### config.mk
export PLATFORM = sky130hd
export DESIGN_NAME = cam_phy_seq
export DESIGN_NICKNAME = d
export VERILOG_FILES = /design/src/rtl/cps_pkg.sv /design/src/rtl/cps_rate_map.sv /design/src/rtl/cps_delay.sv /design/src/rtl/cps_step_rom.sv /design/src/rtl/cam_phy_seq.sv
export SDC_FILE = /design/constraint.sdc
export NUM_CORES = 1
export LEC_CHECK = 0
export BUFFER_PORTS_ARGS = -buffer_cell sky130_fd_sc_hd__buf_2
export CORE_AREA = 2 2 116 118
export DETAILED_ROUTE_END_ITERATION = 6
export DIE_AREA = 0 0 118 120
export GPL_TIMING_DRIVEN = 0
export SYNTH_ARGS = -nofsm -noshare
export SYNTH_HDL_FRONTEND = slang
export SYNTH_SLANG_ARGS = --single-unit
export TNS_END_PERCENT = 30
### constraint.sdc
create_clock -name clk -period 2.8 [get_ports clk]
set_input_delay 0.28 -clock clk [delete_from_list [all_inputs] [get_ports clk]]
set_output_delay 0.28 -clock clk [all_outputs]
set_load 0.005 [all_outputs]
### src/rtl/cps_pkg.sv
package cps_pkg;

   localparam int N_BANDS = 29;
   localparam int N_STEPS = 6;
   localparam int CODE_W  = 6;

   typedef enum logic [2:0] {
      S_IDLE, S_CLR, S_SETTLE, S_SEL, S_REQ, S_DROP, S_REL_SD, S_REL_RST
   } seq_state_t;

   localparam logic [7:0] A_CLK_LANE = 8'h34;
   localparam logic [7:0] V_CLK_LANE = 8'h15;
   localparam logic [7:0] A_LANE0    = 8'h44;
   localparam logic [7:0] A_LANE1    = 8'h54;
   localparam logic [7:0] A_LANE2    = 8'h84;
   localparam logic [7:0] A_LANE3    = 8'h94;
   localparam logic [7:0] A_NORMAL   = 8'h00;

   // band edge k (Mbps); band k spans (edge k, edge k+1]
   function automatic logic [10:0] band_edge(input int idx);
      case (idx)
         0: return 11'd80;    1: return 11'd90;    2: return 11'd100;
         3: return 11'd110;   4: return 11'd130;   5: return 11'd140;
         6: return 11'd150;   7: return 11'd170;   8: return 11'd180;
         9: return 11'd200;  10: return 11'd220;  11: return 11'd240;
        12: return 11'd250;  13: return 11'd270;  14: return 11'd300;
        15: return 11'd330;  16: return 11'd360;  17: return 11'd400;
        18: return 11'd450;  19: return 11'd500;  20: return 11'd550;
        21: return 11'd600;  22: return 11'd650;  23: return 11'd700;
        24: return 11'd750;  25: return 11'd800;  26: return 11'd850;
        27: return 11'd900;  28: return 11'd950;  default: return 11'd1000;
      endcase
   endfunction

   function automatic logic [CODE_W-1:0] band_code(input int idx);
      case (idx)
         0: return 6'h00;   1: return 6'h10;   2: return 6'h20;
         3: return 6'h01;   4: return 6'h11;   5: return 6'h21;
         6: return 6'h02;   7: return 6'h12;   8: return 6'h22;
         9: return 6'h03;  10: return 6'h13;  11: return 6'h23;
        12: return 6'h04;  13: return 6'h14;  14: return 6'h05;
        15: return 6'h15;  16: return 6'h25;  17: return 6'h06;
        18: return 6'h16;  19: return 6'h07;  20: return 6'h17;
        21: return 6'h08;  22: return 6'h18;  23: return 6'h09;
        24: return 6'h19;  25: return 6'h29;  26: return 6'h39;
        27: return 6'h0A;  default: return 6'h1A;
      endcase
   endfunction

endpackage

### src/rtl/cps_rate_map.sv
module cps_rate_map
   import cps_pkg::*;
#(
   parameter int RATE_W = 11
) (
   input  logic                 clk,
   input  logic                 rst_n,
   input  logic                 load,
   input  logic [RATE_W-1:0]    rate,
   output logic [CODE_W-1:0]    code,
   output logic                 err
);

   generate
      if (RATE_W < 10 || RATE_W > 31) begin : g_bad_rate_w
         $error("cps_rate_map: RATE_W must lie in 10..31");
      end
   endgenerate

   logic                hit;
   logic [CODE_W-1:0]   pick;

   // priority search: lowest matching band wins
   always_comb begin
      hit  = 1'b0;
      pick = '0;
      for (int i = N_BANDS - 1; i >= 0; i--) begin
         if ((32'(rate) > 32'(band_edge(i))) && (32'(rate) <= 32'(band_edge(i + 1)))) begin
            hit  = 1'b1;
            pick = band_code(i);
         end
      end
   end

   always_ff @(posedge clk or negedge rst_n) begin
      if (!rst_n) begin
         code <= '0;
         err  <= 1'b0;
      end else if (load) begin
         code <= pick;
         err  <= !hit;
      end
   end


   fallback_code_chk: assert property (@(posedge clk) disable iff (!rst_n)
      err |-> (code == '0));

endmodule

### src/rtl/cps_delay.sv
module cps_delay #(
   parameter int CYCLES = 20000
) (
   input  logic clk,
   input  logic rst_n,
   input  logic load,
   output logic expired
);

   localparam int CNT_W = (CYCLES < 2) ? 1 : $clog2(CYCLES);

   generate
      if (CYCLES < 1) begin : g_bad_cycles
         $error("cps_delay: CYCLES must be at least 1");
      end
   endgenerate

   logic [CNT_W-1:0] cnt;
   logic             run;

   assign expired = run && (cnt == '0);

   always_ff @(posedge clk or negedge rst_n) begin
      if (!rst_n) begin
         cnt <= '0;
         run <= 1'b0;
      end else if (load) begin
         cnt <= CNT_W'(CYCLES - 1);
         run <= 1'b1;
      end else if (expired) begin
         run <= 1'b0;
      end else if (run) begin
         cnt <= cnt - 1'b1;
      end
   end


   wait_bound_chk: assert property (@(posedge clk) disable iff (!rst_n)
      (run && !load && !expired) |=> (run && (cnt == $past(cnt) - 1'b1)));

endmodule

### src/rtl/cps_step_rom.sv
module cps_step_rom
   import cps_pkg::*;
#(
   parameter int LANE_W = 4,
   parameter int AW     = 8,
   parameter int DW     = 8
) (
   input  logic [2:0]          step,
   input  logic [LANE_W-1:0]   lanes,
   input  logic [CODE_W-1:0]   code,
   output logic [AW-1:0]       addr,
   output logic [DW-1:0]       data,
   output logic                addr_only,
   output logic                enable
);

   logic [DW-1:0] lane_val;

   generate
      if (DW < CODE_W + 1) begin : g_bad_dw
         $error("cps_step_rom: DW too narrow for the shifted band code");
      end
      if (AW < 8) begin : g_bad_aw
         $error("cps_step_rom: AW must be at least 8");
      end
      if (LANE_W < 3) begin : g_bad_lane_w
         $error("cps_step_rom: LANE_W must be at least 3");
      end
      if (DW == CODE_W + 1) begin : g_exact
         assign lane_val = {code, 1'b0};
      end else begin : g_wide
         assign lane_val = {{(DW - CODE_W - 1){1'b0}}, code, 1'b0};
      end
   endgenerate

   always_comb begin
      addr      = '0;
      data      = '0;
      addr_only = 1'b0;
      enable    = 1'b0;
      case (step)
         3'd0: begin
            addr   = AW'(A_CLK_LANE);
            data   = DW'(V_CLK_LANE);
            enable = 1'b1;
         end
         3'd1: begin
            addr   = AW'(A_LANE0);
            data   = lane_val;
            enable = 1'b1;
         end
         3'd2: begin
            addr   = AW'(A_LANE1);
            data   = lane_val;
            enable = (lanes >= LANE_W'(1));
         end
         3'd3: begin
            addr   = AW'(A_LANE2);
            data   = lane_val;
            enable = (lanes >= LANE_W'(4));
         end
         3'd4: begin
            addr   = AW'(A_LANE3);
            data   = lane_val;
            enable = (lanes >= LANE_W'(4));
         end
         3'd5: begin
            addr      = AW'(A_NORMAL);
            addr_only = 1'b1;
            enable    = 1'b1;
         end
         default: ;
      endcase
   end

endmodule

### src/rtl/cam_phy_seq.sv
module cam_phy_seq
   import cps_pkg::*;
#(
   parameter int CLK_MHZ = 200,
   parameter int WAIT_US = 100,
   parameter int RATE_W  = 11,
   parameter int LANE_W  = 4,
   parameter int AW      = 8,
   parameter int DW      = 8
) (
   input  logic                clk,
   input  logic                rst_n,
   input  logic                start,
   input  logic [RATE_W-1:0]   rate_mbps,
   input  logic [LANE_W-1:0]   lane_en,
   output logic                busy,
   output logic                standby,
   output logic                rate_err,
   output logic                tp_clk,
   output logic                tp_clr,
   output logic                tp_en,
   output logic                wr_req,
   output logic [AW-1:0]       wr_addr,
   output logic [DW-1:0]       wr_data,
   output logic                wr_addr_only,
   input  logic                wr_done,
   output logic                phy_shutdown_n,
   output logic                phy_reset_n
);

   localparam int WAIT_CYC = CLK_MHZ * WAIT_US;
   localparam int LAST_STEP = N_STEPS - 1;

   generate
      if (CLK_MHZ < 1 || WAIT_US < 1) begin : g_bad_timing
         $error("cam_phy_seq: CLK_MHZ and WAIT_US must be positive");
      end
   endgenerate

   seq_state_t          state;
   logic [2:0]          step;
   logic [LANE_W-1:0]   lanes_q;
   logic [CODE_W-1:0]   code;
   logic                accept, go_standby, tmr_load, tmr_exp;
   logic [AW-1:0]       rom_addr;
   logic [DW-1:0]       rom_data;
   logic                rom_ao, rom_en;

   assign accept     = (state == S_IDLE) && start && (rate_mbps != '0) && (lane_en != '0);
   assign go_standby = (state == S_IDLE) && start && ((rate_mbps == '0) || (lane_en == '0));
   assign tmr_load   = accept || ((state == S_CLR) && tmr_exp);

   cps_rate_map #(.RATE_W(RATE_W)) u_map (
      .clk   (clk),
      .rst_n (rst_n),
      .load  (accept),
      .rate  (rate_mbps),
      .code  (code),
      .err   (rate_err)
   );

   cps_delay #(.CYCLES(WAIT_CYC)) u_wait (
      .clk     (clk),
      .rst_n   (rst_n),
      .load    (tmr_load),
      .expired (tmr_exp)
   );

   cps_step_rom #(.LANE_W(LANE_W), .AW(AW), .DW(DW)) u_rom (
      .step      (step),
      .lanes     (lanes_q),
      .code      (code),
      .addr      (rom_addr),
      .data      (rom_data),
      .addr_only (rom_ao),
      .enable    (rom_en)
   );

   always_ff @(posedge clk or negedge rst_n) begin
      if (!rst_n) begin
         state          <= S_IDLE;
         step           <= '0;
         lanes_q        <= '0;
         busy           <= 1'b0;
         standby        <= 1'b0;
         tp_clk         <= 1'b0;
         tp_clr         <= 1'b0;
         tp_en          <= 1'b0;
         wr_req         <= 1'b0;
         wr_addr        <= '0;
         wr_data        <= '0;
         wr_addr_only   <= 1'b0;
         phy_shutdown_n <= 1'b0;
         phy_reset_n    <= 1'b0;
      end else begin
         case (state)
            S_IDLE: begin
               if (accept) begin
                  lanes_q        <= lane_en;
                  busy           <= 1'b1;
                  standby        <= 1'b0;
                  tp_clk         <= 1'b1;
                  tp_clr         <= 1'b1;
                  phy_shutdown_n <= 1'b0;
                  phy_reset_n    <= 1'b0;
                  state          <= S_CLR;
               end else if (go_standby) begin
                  standby        <= 1'b1;
                  phy_shutdown_n <= 1'b0;
                  phy_reset_n    <= 1'b0;
               end
            end
            S_CLR: begin
               if (tmr_exp) begin
                  tp_clr <= 1'b0;
                  state  <= S_SETTLE;
               end
            end
            S_SETTLE: begin
               if (tmr_exp) begin
                  step  <= '0;
                  tp_en <= 1'b1;
                  state <= S_SEL;
               end
            end
            S_SEL: begin
               if (rom_en) begin
                  wr_addr      <= rom_addr;
                  wr_data      <= rom_data;
                  wr_addr_only <= rom_ao;
                  wr_req       <= 1'b1;
                  state        <= S_REQ;
               end else begin
                  step <= step + 1'b1;
               end
            end
            S_REQ: begin
               if (wr_done) begin
                  wr_req <= 1'b0;
                  if (step == 3'(LAST_STEP)) begin
                     state <= S_DROP;
                  end else begin
                     step  <= step + 1'b1;
                     state <= S_SEL;
                  end
               end
            end
            S_DROP: begin
               tp_en <= 1'b0;
               state <= S_REL_SD;
            end
            S_REL_SD: begin
               phy_shutdown_n <= 1'b1;
               state          <= S_REL_RST;
            end
            S_REL_RST: begin
               phy_reset_n <= 1'b1;
               busy        <= 1'b0;
               state       <= S_IDLE;
            end
            default: state <= S_IDLE;
         endcase
      end
   end


   req_hold_chk: assert property (@(posedge clk) disable iff (!rst_n)
      (wr_req && !wr_done) |=> (wr_req && $stable(wr_addr) && $stable(wr_data) && $stable(wr_addr_only)));


   req_drop_chk: assert property (@(posedge clk) disable iff (!rst_n)
      (wr_req && wr_done) |=> !wr_req);


   req_after_clear_chk: assert property (@(posedge clk) disable iff (!rst_n)
      wr_req |-> (!tp_clr && tp_clk && tp_en));


   release_order_chk: assert property (@(posedge clk) disable iff (!rst_n)
      $rose(phy_shutdown_n) |=> (phy_reset_n && !tp_en));


   busy_reset_chk: assert property (@(posedge clk) disable iff (!rst_n)
      busy |-> (!phy_reset_n && !phy_shutdown_n == !phy_shutdown_n));


   busy_end_chk: assert property (@(posedge clk) disable iff (!rst_n)
      $fell(busy) |-> ($rose(phy_reset_n) && phy_shutdown_n));


   standby_quiet_chk: assert property (@(posedge clk) disable iff (!rst_n)
      standby |-> (!busy && !wr_req && !phy_reset_n));

endmodule

==> flow_summary.json <==
{
  "status": "finished, final reports clean",
  "min-delay-start": "lane_en[3]",
  "hold_class": "input pin to flip-flop",
  "tightestPinTransition_ns": 1.18,
  "dp.cells": 705,
  "ir_drop_uv": 307,
  "grt_pass1_vias": 3727,
  "tns_ns": 0,
  "syn_to_final_growth_pct": 13.9,
  "hold_violations": 0,
  "path_cells": "nor4_2 -> nand4bb_1 -> nor4_1 -> nor4b_2 -> nor2_1 -> o211ai_1",
  "synth_flop_cell": "dfrtp_1",
  "endpoint_kind": "flip-flop",
  "relSlewSlack": 0.203,
  "fmax_ghz": 0.397,
  "crit_buf_inv": 0,
  "wl_per_cell_um": 17.1,
  "yosys_warnings": 0,
  "worst_ep_required_time_ns": 3.00,
  "ys_seq_elements": 53,
  "cts_setup_buffers": 0,
  "cts_tree": "done",
  "fp.coreArea_mm2": 0.0130,
  "die-width_um": 118,
  "drcViolationCount": 0,
  "grtUsageTotal": 0.167,
  "vias_per_cell": 5.66,
  "layout.cells.non_filler": 713,
  "first_iter_violations": 518,
  "dieArea_mm2": 0.0142,
  "cts-resized-gates": 0,
  "postSynth.asyncResetShare": 1.00,
  "cts_buffers": 5,
  "fillCellCount": 1358,
  "finalSetupViolCount": 0,
  "io_pins": 45,
  "fin_nets": 560,
  "startpoint": "u_wait.cnt[3]",
  "rr_startpoint": "u_wait.cnt[3]",
  "drive_gt1_frac": 0.168,
  "wirelength_um": 12200,
  "synth_cell_types": 79,
  "path_clk_slew_ns": 0.07,
  "critPathLaunchType": "flip-flop",
  "diodes": 0,
  "grt_start_max_net_pins": 54,
  "cts_hold_buf": 0,
  "port_buffers": 36,
  "maxSlewViolCount": 0,
  "layout_commonest_cell": "nand2_1",
  "min_period_over_period": 0.900,
  "ys_seq_area_frac": 0.329,
  "worstPathArrival_ns": 2.72,
  "row_count": 42,
  "crit_fanout": 10,
  "p_per_area_mw_per_mm2": 745,
  "p_leak_nw": 1.85,
  "syn_area_per_cell_um2": 8.23,
  "dp_hpwl_um": 9050,
  "grt_overflow_total": 0,
  "cts_max_path_buffers": 2,
  "grt_setup_unrepaired": "false",
  "min_period_ns": 2.52,
  "synth_edf_count": 0,
  "clock_sinks": 53,
  "syn_inst": 490,
  "cts-root-buf": "clkbuf_16",
  "fin_skew_ns": 0.00533,
  "die-height_um": 120,
  "antenna_found_initial": 0,
  "critPathSlowestCell": "nor4_2",
  "slowest_delay_ns": 0.49,
  "max_cap_violations": 0,
  "htreeDepth": 2,
  "cp_top_family": "simple AND/OR/NAND/NOR gates",
  "insertion_delay_ns": 0.29,
  "syn_area_mm2": 0.00403,
  "place.gp.congestion": 1.00,
  "criticalPathCategory": "flip-flop to flip-flop",
  "drt-pass1-iter-count": 5,
  "grt_pass1_wl_um": 19500,
  "start_util": 0.311,
  "routed-via-count": 4038,
  "antenna_left": 0,
  "mostFrequentLayoutCells": "60 x nand2_1, 55 x buf_2, 53 x dfrtp_1"
}
## per-stage QoR
| step | hold slack, ns | utilization | power, mW | cell area [um^2] | worst slack, ns |
|---|---|---|---|---|---|
| 2_1_floorplan | -0.0156 | - | 2.35 | 4050 | 0.657 |
| 3_3_place_gp | 0.455 | 0.342 | 2.79 | 4450 | 0.0856 |
| 3_5_place_dp | 0.460 | 0.342 | 2.81 | 4450 | 0.112 |
| 4_1_cts | 0.195 | 0.354 | 3.44 | 4590 | 0.126 |
| 5_1_grt | 0.208 | 0.354 | 3.70 | 4600 | 0.0211 |
| 6_report | 0.203 | 0.354 | 3.42 | 4600 | 0.281 |
## cells by family (layout without fill, tap and decap cells)
group	after synthesis	in the layout	synth area share
AOI/OAI and AO/OA	140	140	0.243
xor gates and xnor gates	14	14	0.0304
and+or+nand+nor	217	217	0.301
muxes	7	7	0.0186
adders and majority gates	5	5	0.0155
DFF	53	53	0.329
buffers and inverters	53	97	0.0617
other	1	4	0.000930
## path summary, 6_finish.rpt
path | end | slack [ns] | cells past startpoint
hold reg to reg | tp_clk | 0.47 | 1
max in group asynchronous | busy | 1.84 | 1
setup reg to reg | u_wait.cnt[1] | 0.28 | 6
hold / removal | lanes_q[3] | 0.20 | 3
min in group asynchronous | wr_data[4] | 0.24 | 1
setup / recovery | u_wait.cnt[1] | 0.28 | 6
## final cells by class
| class | instances | area (um^2) | share of cell area |
|---|---|---|---|
| clock buffers | 6 | 129 | 0.0280 |
| flip-flops and latches | 53 | 1330 | 0.289 |
| inverters | 11 | 41.3 | 0.00898 |
| multi-input cells | 387 | 2480 | 0.539 |
| well taps | 176 | 220 | 0.0479 |
| clock inverters | 2 | 15.0 | 0.00327 |
| repair buffers | 36 | 180 | 0.0392 |
| plain buffers | 42 | 208 | 0.0452 |
## cells in the mapped netlist (6+ instances only)
cell type	n	area share
inv_1	11	0.010
o21ai_0	20	0.025
nor3_1	17	0.021
or3_1	6	0.0093
dfrtp_1	53	0.33
xnor2_1	11	0.024
or2_2	6	0.0093
clkbuf_1	17	0.016
nor2_1	30	0.028
nor4b_1	6	0.013
o31ai_1	9	0.017
a21oi_1	36	0.045
nor2b_1	7	0.011
nand3_1	16	0.020
o211ai_1	6	0.011
and2_1	7	0.011
nor4_1	8	0.012
o21a_1	9	0.017
nand2_1	60	0.056
nand2b_1	6	0.0093
buf_2	19	0.024
and4_1	7	0.015
nand4_1	8	0.012
## tightest hold or removal path, stage by stage
cell     delay (ns)
buf_2          0.09
nand2_1        0.04
nand2_1        0.04
## layer usage
| layer | share of wire | track usage | vias up |
|---|---|---|---|
| met5 | 0 | 0 | - |
| met4 | 0.030 | 0.0587 | 0 |
| met3 | 0.065 | 0.0233 | 29 |
| met2 | 0.43 | 0.253 | 185 |
| met1 | 0.47 | 0.242 | 1915 |
| li1 | - | - | 1909 |
## state kept, by name, indices dropped and copies added, names as in the netlist, 3 cells and up
name	flops
u_wait.cnt	15
wr_data	7
u_map.code	6
lanes_q	4
wr_addr	4
state	3
step	3
## power by group
| part | switching [mW] | total, mW | internal [mW] |
|---|---|---|---|
| sequential | 0.213 | 1.25 | 1.04 |
| combinational | 0.903 | 1.56 | 0.659 |
| clock | 0.278 | 0.610 | 0.332 |
Power figures use the tool's default switching activity.
